$ cat config.mk
export PLATFORM = sky130hd
export DESIGN_NAME = fpwm_timer
export DESIGN_NICKNAME = d
export VERILOG_FILES = /design/src/rtl/fpwm_pkg.sv /design/src/rtl/fpwm_prescaler.sv /design/src/rtl/fpwm_counter.sv /design/src/rtl/fpwm_flag.sv /design/src/rtl/fpwm_compare.sv /design/src/rtl/fpwm_timer.sv
export SDC_FILE = /design/constraint.sdc
export NUM_CORES = 1
export LEC_CHECK = 0
export BUFFER_PORTS_ARGS = -buffer_cell sky130_fd_sc_hd__buf_2
export CAP_MARGIN = 20
export CORE_ASPECT_RATIO = 0.9
export CORE_MARGIN = 4
export CORE_UTILIZATION = 40
export DETAILED_ROUTE_END_ITERATION = 7
export PLACE_DENSITY = 0.63
export SKIP_CTS_REPAIR_TIMING = 1
export SYNTH_ARGS = -nofsm -noshare
export SYNTH_HDL_FRONTEND = slang
export SYNTH_SLANG_ARGS = --single-unit
$ cat constraint.sdc
create_clock -name clk -period 5.4 [get_ports clk]
set_input_delay 1.08 -clock clk [delete_from_list [all_inputs] [get_ports clk]]
set_output_delay 1.08 -clock clk [all_outputs]
set_load 0.03 [all_outputs]
$ cat src/rtl/fpwm_pkg.sv
package fpwm_pkg;
  // output mode codes
  localparam logic [1:0] OM_OFF    = 2'd0;
  localparam logic [1:0] OM_TOGGLE = 2'd1;
  localparam logic [1:0] OM_NONINV = 2'd2;
  localparam logic [1:0] OM_INV    = 2'd3;

  // tick-rate select codes
  localparam logic [2:0] PS_DIV1    = 3'd1;
  localparam logic [2:0] PS_DIV8    = 3'd2;
  localparam logic [2:0] PS_DIV64   = 3'd3;
  localparam logic [2:0] PS_DIV256  = 3'd4;
  localparam logic [2:0] PS_DIV1024 = 3'd5;
endpackage

$ cat src/rtl/fpwm_prescaler.sv
module fpwm_prescaler #(
  parameter int SH_A = 3,
  parameter int SH_B = 6,
  parameter int SH_C = 8,
  parameter int SH_D = 10
) (
  input  logic       clk,
  input  logic       rst,
  input  logic [2:0] sel,
  output logic       tick
);
  import fpwm_pkg::*;

  localparam int DW = SH_D;

  logic [DW-1:0] div;

  always_ff @(posedge clk) begin
    if (rst) div <= '0;
    else     div <= div + 1'b1;
  end

  // true when the low sh bits of v are all ones
  function automatic logic low_full(input logic [DW-1:0] v, input int sh);
    logic [DW-1:0] m;
    m = (DW'(1) << sh) - DW'(1);
    return (v & m) == m;
  endfunction

  always_comb begin
    case (sel)
      PS_DIV1:    tick = 1'b1;
      PS_DIV8:    tick = low_full(div, SH_A);
      PS_DIV64:   tick = low_full(div, SH_B);
      PS_DIV256:  tick = low_full(div, SH_C);
      PS_DIV1024: tick = low_full(div, SH_D);
      default:    tick = 1'b0;
    endcase
  end
endmodule

$ cat src/rtl/fpwm_counter.sv
module fpwm_counter #(
  parameter int W   = 8,
  parameter int TOP = 255
) (
  input  logic         clk,
  input  logic         rst,
  input  logic         tick,
  output logic [W-1:0] count,
  output logic         wrap
);
  localparam logic [W-1:0] TOP_V = W'(TOP);

  assign wrap = tick && (count == TOP_V);

  always_ff @(posedge clk) begin
    if (rst)       count <= '0;
    else if (wrap) count <= '0;
    else if (tick) count <= count + 1'b1;
  end
endmodule

$ cat src/rtl/fpwm_flag.sv
module fpwm_flag (
  input  logic clk,
  input  logic rst,
  input  logic set,
  input  logic clr,
  output logic flag
);
  always_ff @(posedge clk) begin
    if (rst) flag <= 1'b0;
    else     flag <= set | (flag & ~clr);
  end
endmodule

$ cat src/rtl/fpwm_compare.sv
module fpwm_compare #(
  parameter int W = 8
) (
  input  logic         clk,
  input  logic         rst,
  input  logic         tick,
  input  logic         wrap,
  input  logic [W-1:0] count,
  input  logic         cmp_wr,
  input  logic [W-1:0] cmp_wdata,
  input  logic [1:0]   mode,
  input  logic         tog_en,
  output logic         hit,
  output logic [W-1:0] cmp_act,
  output logic         wave_out
);
  import fpwm_pkg::*;

  logic [W-1:0] cmp_hold;
  logic         oc_q;
  logic         oc_d;
  logic         pin_en;

  always_ff @(posedge clk) begin
    if (rst) begin
      cmp_hold <= '0;
      cmp_act  <= '0;
    end else begin
      if (cmp_wr) cmp_hold <= cmp_wdata;
      if (wrap)   cmp_act  <= cmp_hold;
    end
  end

  assign hit    = tick && (count == cmp_act);
  assign pin_en = (mode == OM_NONINV) || (mode == OM_INV) ||
                  ((mode == OM_TOGGLE) && tog_en);

  always_comb begin
    oc_d = oc_q;
    if (hit) begin
      case (mode)
        OM_NONINV: oc_d = 1'b0;
        OM_INV:    oc_d = 1'b1;
        OM_TOGGLE: if (tog_en) oc_d = ~oc_q;
        default:   oc_d = oc_q;
      endcase
    end
    // the wrap action overrides a match on the same tick
    if (wrap) begin
      if (mode == OM_NONINV) oc_d = 1'b1;
      if (mode == OM_INV)    oc_d = 1'b0;
    end
  end

  always_ff @(posedge clk) begin
    if (rst) begin
      oc_q     <= 1'b0;
      wave_out <= 1'b0;
    end else begin
      oc_q     <= oc_d;
      wave_out <= pin_en ? oc_d : 1'b0;
    end
  end
endmodule

$ cat src/rtl/fpwm_timer.sv
module fpwm_timer #(
  parameter int W    = 8,
  parameter int TOP  = 255,
  parameter int SH_A = 3,
  parameter int SH_B = 6,
  parameter int SH_C = 8,
  parameter int SH_D = 10
) (
  input  logic         clk,
  input  logic         rst,
  input  logic [2:0]   clk_sel,
  input  logic [1:0]   out_mode,
  input  logic         toggle_en,
  input  logic         cmp_wr,
  input  logic [W-1:0] cmp_wdata,
  input  logic         ovf_clr,
  input  logic         match_clr,
  output logic [W-1:0] count,
  output logic         ovf_flag,
  output logic         match_flag,
  output logic         wave_out
);
  logic         tick_w;
  logic         wrap_w;
  logic         hit_w;
  logic [W-1:0] cmp_act_w;

  fpwm_prescaler #(.SH_A(SH_A), .SH_B(SH_B), .SH_C(SH_C), .SH_D(SH_D)) u_pre (
    .clk(clk), .rst(rst), .sel(clk_sel), .tick(tick_w)
  );

  fpwm_counter #(.W(W), .TOP(TOP)) u_cnt (
    .clk(clk), .rst(rst), .tick(tick_w), .count(count), .wrap(wrap_w)
  );

  fpwm_compare #(.W(W)) u_cmp (
    .clk(clk), .rst(rst), .tick(tick_w), .wrap(wrap_w), .count(count),
    .cmp_wr(cmp_wr), .cmp_wdata(cmp_wdata), .mode(out_mode),
    .tog_en(toggle_en), .hit(hit_w), .cmp_act(cmp_act_w), .wave_out(wave_out)
  );

  fpwm_flag u_ovf (
    .clk(clk), .rst(rst), .set(wrap_w), .clr(ovf_clr), .flag(ovf_flag)
  );

  fpwm_flag u_match (
    .clk(clk), .rst(rst), .set(hit_w), .clr(match_clr), .flag(match_flag)
  );
endmodule

==> results of run 1 <==
[sequential cells by signal (all words and copies together) (netlist names)]
signal,cells
u_cmp.cmp_act,8
u_cmp.oc_q,1
u_pre.div,10
u_cnt.count,8
u_match.flag,1
u_ovf.flag,1
u_cmp.cmp_hold,8
u_cmp.wave_out,1
[cell type report]
| type | instances | area [µm²] |
|---|---|---|
| inverters | 3 | 11.3 |
| fillers | 432 | 2100 |
| well taps | 60 | 75.1 |
| multi-input cells | 141 | 970 |
| flip-flops and latches | 38 | 761 |
| repair buffers | 30 | 153 |
| clock inverters | 2 | 60.1 |
| clock buffers | 6 | 82.6 |
[report_power, final]
part | internal (mW) | total (mW) | leakage, nW | switching (mW)
sequential | 0.287 | 0.293 | 0.309 | 0.00597
clock | 0.197 | 0.294 | 0.0714 | 0.0969
combinational | 0.0168 | 0.0400 | 0.450 | 0.0232
total | 0.501 | 0.627 | 0.830 | 0.126
[cells by family after synthesis]
group / count (synthesis) / synth area share
compound gates: 36 / 0.160
xor+xnor: 20 / 0.0967
fa+ha+maj: 3 / 0.0207
buf+inv: 13 / 0.0449
flops: 38 / 0.420
mux: 8 / 0.0442
simple gates: 74 / 0.213
[worst reg2reg max path, stage by stage (launching register included)]
cell and delay, ps:
dfxtp_1 370, ha_1 250, nand4_4 160, a2111oi_4 700, o21ai_1 200, or3_1 380
a21oi_1 120
[layout by cell type (no fill, tap or decap)]
cell type,netlist,routed
ha_1,3,3
nand4_1,3,3
and3_1,4,4
o21ai_1,1,1
dfxtp_1,38,38
bufinv_16,0,2
and4_1,3,3
nand2b_1,1,1
or3_2,2,2
a21oi_1,10,10
o2111ai_1,4,4
o211a_4,1,1
nor2b_1,4,4
xor2_1,8,8
o31ai_1,1,1
o211ai_2,1,1
nand3_1,5,5
a21oi_2,7,7
mux2i_1,8,8
o21ai_0,2,2
inv_1,3,3
nor4_1,1,1
nor2_1,22,22
xnor2_1,12,12
buf_2,1,29
o211ai_1,3,3
nand4_4,1,1
a2111oi_4,1,1
or3_1,1,1
nand2_1,14,14
o2bb2ai_1,2,2
buf_4,0,1
nand2_2,7,7
o21a_1,2,2
a31o_2,1,1
nor3_1,5,5
clkbuf_8,0,6
and3_2,1,1
[synth_stat cells (5+ instances only)]
cell      instances
dfxtp_1          38
nor2_1           22
nand2_1          14
xnor2_1          12
a21oi_1          10
mux2i_1           8
xor2_1            8
a21oi_2           7
nand2_2           7
clkbuf_1          5
nand3_1           5
nor3_1            5
[per-layer routing]
layer | global-route usage | vias to the layer above | wire length (µm)
met5 | 0 | - | 0
met4 | 0.0573 | 0 | 44
met3 | 0.0415 | 4 | 179
met2 | 0.201 | 30 | 1420
met1 | 0.178 | 604 | 1740
li1 | - | 727 | -
[path summary, 6_finish.rpt]
kind / from / to
setup / recovery: clk_sel[2] / u_cnt.count[0]$_SDFFE_PP0P_
hold / removal: u_cmp.cmp_hold[7]$_SDFFE_PP0P_ / u_cmp.cmp_act[7]$_SDFFE_PP0P_
setup reg to reg: u_pre.div[0]$_SDFF_PP0_ / u_cnt.count[0]$_SDFFE_PP0P_
hold reg to reg: u_cmp.cmp_hold[7]$_SDFFE_PP0P_ / u_cmp.cmp_act[7]$_SDFFE_PP0P_
==> impl_metrics.tcl, run 1 <==
set metrics [dict create \
    critPathArrivalTime_ps 2580 \
    yosys_warnings 0 \
    p_leak_nw 0.830 \
    hold_violations 0 \
    seq_area_frac_synth 0.420 \
    synthArstFlopShare 0 \
    maxCapViolations 0 \
    first_iter_violations 83 \
    worst-path-buf-inv 2 \
    core-area_um2 4210 \
    vias 1365 \
    final_cells 280 \
    diodes 0 \
    synth_top_cell_area_share 0.420 \
    crit_slowest_cell "a2111oi_4" \
    period_share 0.437 \
    worst-path-stages 6 \
    slew_headroom 0.499 \
    fin_area_um2 2110 \
    grt_overflow_total 0 \
    rsz0062_at_grt "false" \
    grt_pass1_vias 1314 \
    status "finished clean" \
    worstRegToRegCells 6 \
    avgSynthCellArea_um2 9.44 \
    synth_top_cell_by_area "dfxtp_1" \
    ant_nets 0 \
    htreeDepth 2 \
    hold_path.class "register to register" \
    ys_types 39 \
    cts_buffer_depth 2 \
    fp.dieH_um 71.8 \
    tritoncts "done" \
    grt.total_usage 0.134 \
    place_congestion 0.776 \
    cts.sinks 38 \
    setup.worst_path.end_class "register" \
    wl_um 3390 \
    cts_buffers 5 \
    row_count 22 \
    ir_drop_v 0.000127 \
    clk_latency_ps 290 \
    root_buffer "clkbuf_8" \
    placedCellCount 272 \
    synth_seq_cells 38 \
    critical_path_class "input port to register" \
    place.detailed.hpwl_um 2430 \
    p_per_area_nw_per_um2 297 \
    tightest_slew_ps 751 \
    finalMaxSlewViolations 0 \
    critPathMaxStageDelay_ps 630 \
    grt_max_degree 38 \
    yosys-top-cells-area "dfxtp_1, xnor2_1, nor2_1, mux2i_1, xor2_1" \
    finalClockSkew_ps 7.71 \
    worstPathCellList "buf_2, inv_1, a2111oi_4, o21ai_1, or3_1, a21oi_1" \
    cp_top_family "compound AO/OA/AOI/OAI gates" \
    antenna_found_initial 0 \
    final_net_count 241 \
    fin_ws_ps 3040 \
    die_w_um 78.9 \
    path_clk_slew_ps 70 \
    drt-pass1-iter-count 4 \
    hold_depth 2 \
    place_area_um2 1970 \
    wl_per_cell_um 12.1 \
    initial_utilization 0.430 \
    final_util 0.501 \
    final_layout_size_suffix_gt1_frac 0.273 \
    synth_nets 214 \
    cp.required_ps 5620 \
    setup-tns-final_ps 0 \
    dieArea_um2 5670 \
    viasPerCell 4.88 \
    syn2layout_area_growth_pct 16.6 \
    pre_cts_ws_ps 2760 \
    io_buffers 29 \
    r2r_setup_slack_ps 3140 \
    grt_pass1_wl_um 5960 \
    io-pin-count 30 \
    synth_cells 192 \
    period_minus_slack_ps 2360 \
    synth_edf_count 0 \
    syn_area_um2 1810 \
    finalPower_mw 0.627 \
    crit_fanout 11 \
    start_kind "input port" \
    hold_ws_ps 458 \
    max_freq_mhz 424 \
    setup_viol 0 \
    route.detailed.drc 0 \
    synthFlopType "dfxtp_1" \
]
No activity file was read; power rests on OpenSTA's default activity.
==> run 2, diff against run 1 <==
--- a/config.mk
+++ b/config.mk
@@ -11,7 +11,7 @@
 export CORE_MARGIN = 4
 export CORE_UTILIZATION = 40
 export DETAILED_ROUTE_END_ITERATION = 7
-export PLACE_DENSITY = 0.63
+export PLACE_DENSITY = 0.65
 export SKIP_CTS_REPAIR_TIMING = 1
 export SYNTH_ARGS = -nofsm -noshare
 export SYNTH_HDL_FRONTEND = slang
==> constraint.sdc (replaced) <==
create_clock -name clk -period 2.15 [get_ports clk]
set_input_delay 0.43 -clock clk [delete_from_list [all_inputs] [get_ports clk]]
set_output_delay 0.43 -clock clk [all_outputs]
set_load 0.03 [all_outputs]
==> impl_metrics.tcl, run 2 (synthesized netlist as in run 1, its figures left out) <==
set metrics [dict create \
    status "finished clean" \
    place_congestion 0.807 \
    setup.worst_path.end_class "register" \
    internal_power_mw 1.26 \
    p_sw_frac 0.204 \
    die_w_um 78.9 \
    period_minus_slack_ps 2000 \
    route.detailed.drc 0 \
    hold_violations 0 \
    io_buffers 29 \
    htreeDepth 2 \
    p_per_area_nw_per_um2 730 \
    wl_per_cell_um 12.4 \
    p_switching_mw 0.324 \
    place.detailed.hpwl_um 2590 \
    grt_max_degree 29 \
    max_freq_mhz 501 \
    grt_overflow_total 0 \
    rsz0062_at_grt "false" \
    initial_utilization 0.430 \
    drt-pass1-iter-count 4 \
    antenna_found_initial 0 \
    tritoncts "done" \
    largest_register_ffs 10 \
    root_buffer "clkbuf_8" \
    vias 1414 \
    fp.dieH_um 71.8 \
    regMostFlops "u_pre.div" \
    final_net_count 249 \
    finalPower_mw 1.59 \
    cts.sinks 38 \
    period_share 0.928 \
    hold_ws_ps 367 \
    final_common_cell "dfxtp_1" \
    first_iter_violations 58 \
    final_util 0.516 \
    path_clk_slew_ps 80 \
    p_leak_nw 0.870 \
    wl_um 3580 \
    cts_buffer_depth 2 \
    setup-tns-final_ps 0 \
    start_kind "register" \
    row_count 22 \
    grt_pass1_vias 1362 \
    grt_pass1_wl_um 6290 \
    p_seq_frac 0.464 \
    critPathArrivalTime_ps 2220 \
    diodes 0 \
    viasPerCell 4.91 \
    maxCapViolations 0 \
    ant_nets 0 \
    io-pin-count 30 \
    clk_latency_ps 290 \
    cts_buffers 5 \
    core-area_um2 4210 \
    placedCellCount 280 \
    tightest_slew_ps 535 \
    syn2layout_area_growth_pct 20.0 \
    final_cells 288 \
    finalMaxSlewViolations 0 \
    pwr-share-clk 0.469 \
    hold_path.class "input port to register" \
    grt.total_usage 0.142 \
    layout_common_cells "dfxtp_1, buf_2, nor2_1" \
    p_comb_frac 0.067 \
    slew_headroom 0.643 \
    dieArea_um2 5670 \
    critical_path_class "register to register" \
    cp.required_ps 2380 \
    crit_fanout 11 \
    final_layout_size_suffix_gt1_frac 0.303 \
    setup_viol 0 \
    finalClockSkew_ps 6.18 \
    ir_drop_v 0.000460 \
]
==> run 2: cell count changes in the layout (fill, tap and decap cells not counted) <==
cell   previous run  this run
buf_4             1         9
ha_1              3         2
ha_2              0         1
==> run 2: routing by layer <==
| layer | vias up | wire, µm | track usage |
|---|---|---|---|
| met2 | 26 | 1560 | 0.215 |
| met5 | - | 0 | 0 |
| met3 | 5 | 171 | 0.0477 |
| met1 | 642 | 1790 | 0.183 |
| li1 | 741 | - | - |
| met4 | 0 | 62 | 0.0668 |
==> run 2: final cells by class <==
cell class | count | area, µm²
Sequential cell | 38 | 761
Tap cell | 60 | 75.1
Inverter | 3 | 11.3
Multi-Input combinational cell | 141 | 972
Clock inverter | 2 | 60.1
Clock buffer | 6 | 82.6
Fill cell | 424 | 2040
Timing Repair Buffer | 38 | 213
==> run 2: metrics by stage <==
step	setup slack, ps	instance area, µm²
6_report	155	2170
5_1_grt	23.4	2170
4_1_cts	145	2170
3_5_place_dp	161	2030
3_3_place_gp	206	2030
2_1_floorplan	360	1810
==> run 2: path summary, 6_finish.rpt <==
path	from	end	slack, ps	cells after the start
worst max-delay path	u_pre.div[0]$_SDFF_PP0_	u_cnt.count[0]$_SDFFE_PP0P_	150	7
worst min-delay path	cmp_wdata[3]	u_cmp.cmp_hold[3]$_SDFFE_PP0P_	370	3
worst max register to register	u_pre.div[0]$_SDFF_PP0_	u_cnt.count[0]$_SDFFE_PP0P_	150	7
worst min register to register	u_cmp.cmp_hold[6]$_SDFFE_PP0P_	u_cmp.cmp_act[6]$_SDFFE_PP0P_	460	2
==> run 2: power by group through the flow <==
stage	clock network [mW]	logic [mW]	registers, mW
floorplan	0	0.0639	0.757
CTS	0.762	0.107	0.736
finish	0.745	0.106	0.736
detailed placement	0	0.107	0.753
global route	0.810	0.119	0.740
global placement	0	0.106	0.752
==> run 2: worst max-delay path, stage by stage, from the launching register on <==
cell,delay (ps)
dfxtp_1,380
ha_2,240
nand4_4,150
a2111oi_4,330
buf_4,230
o21ai_1,120
or3_1,360
a21oi_1,120
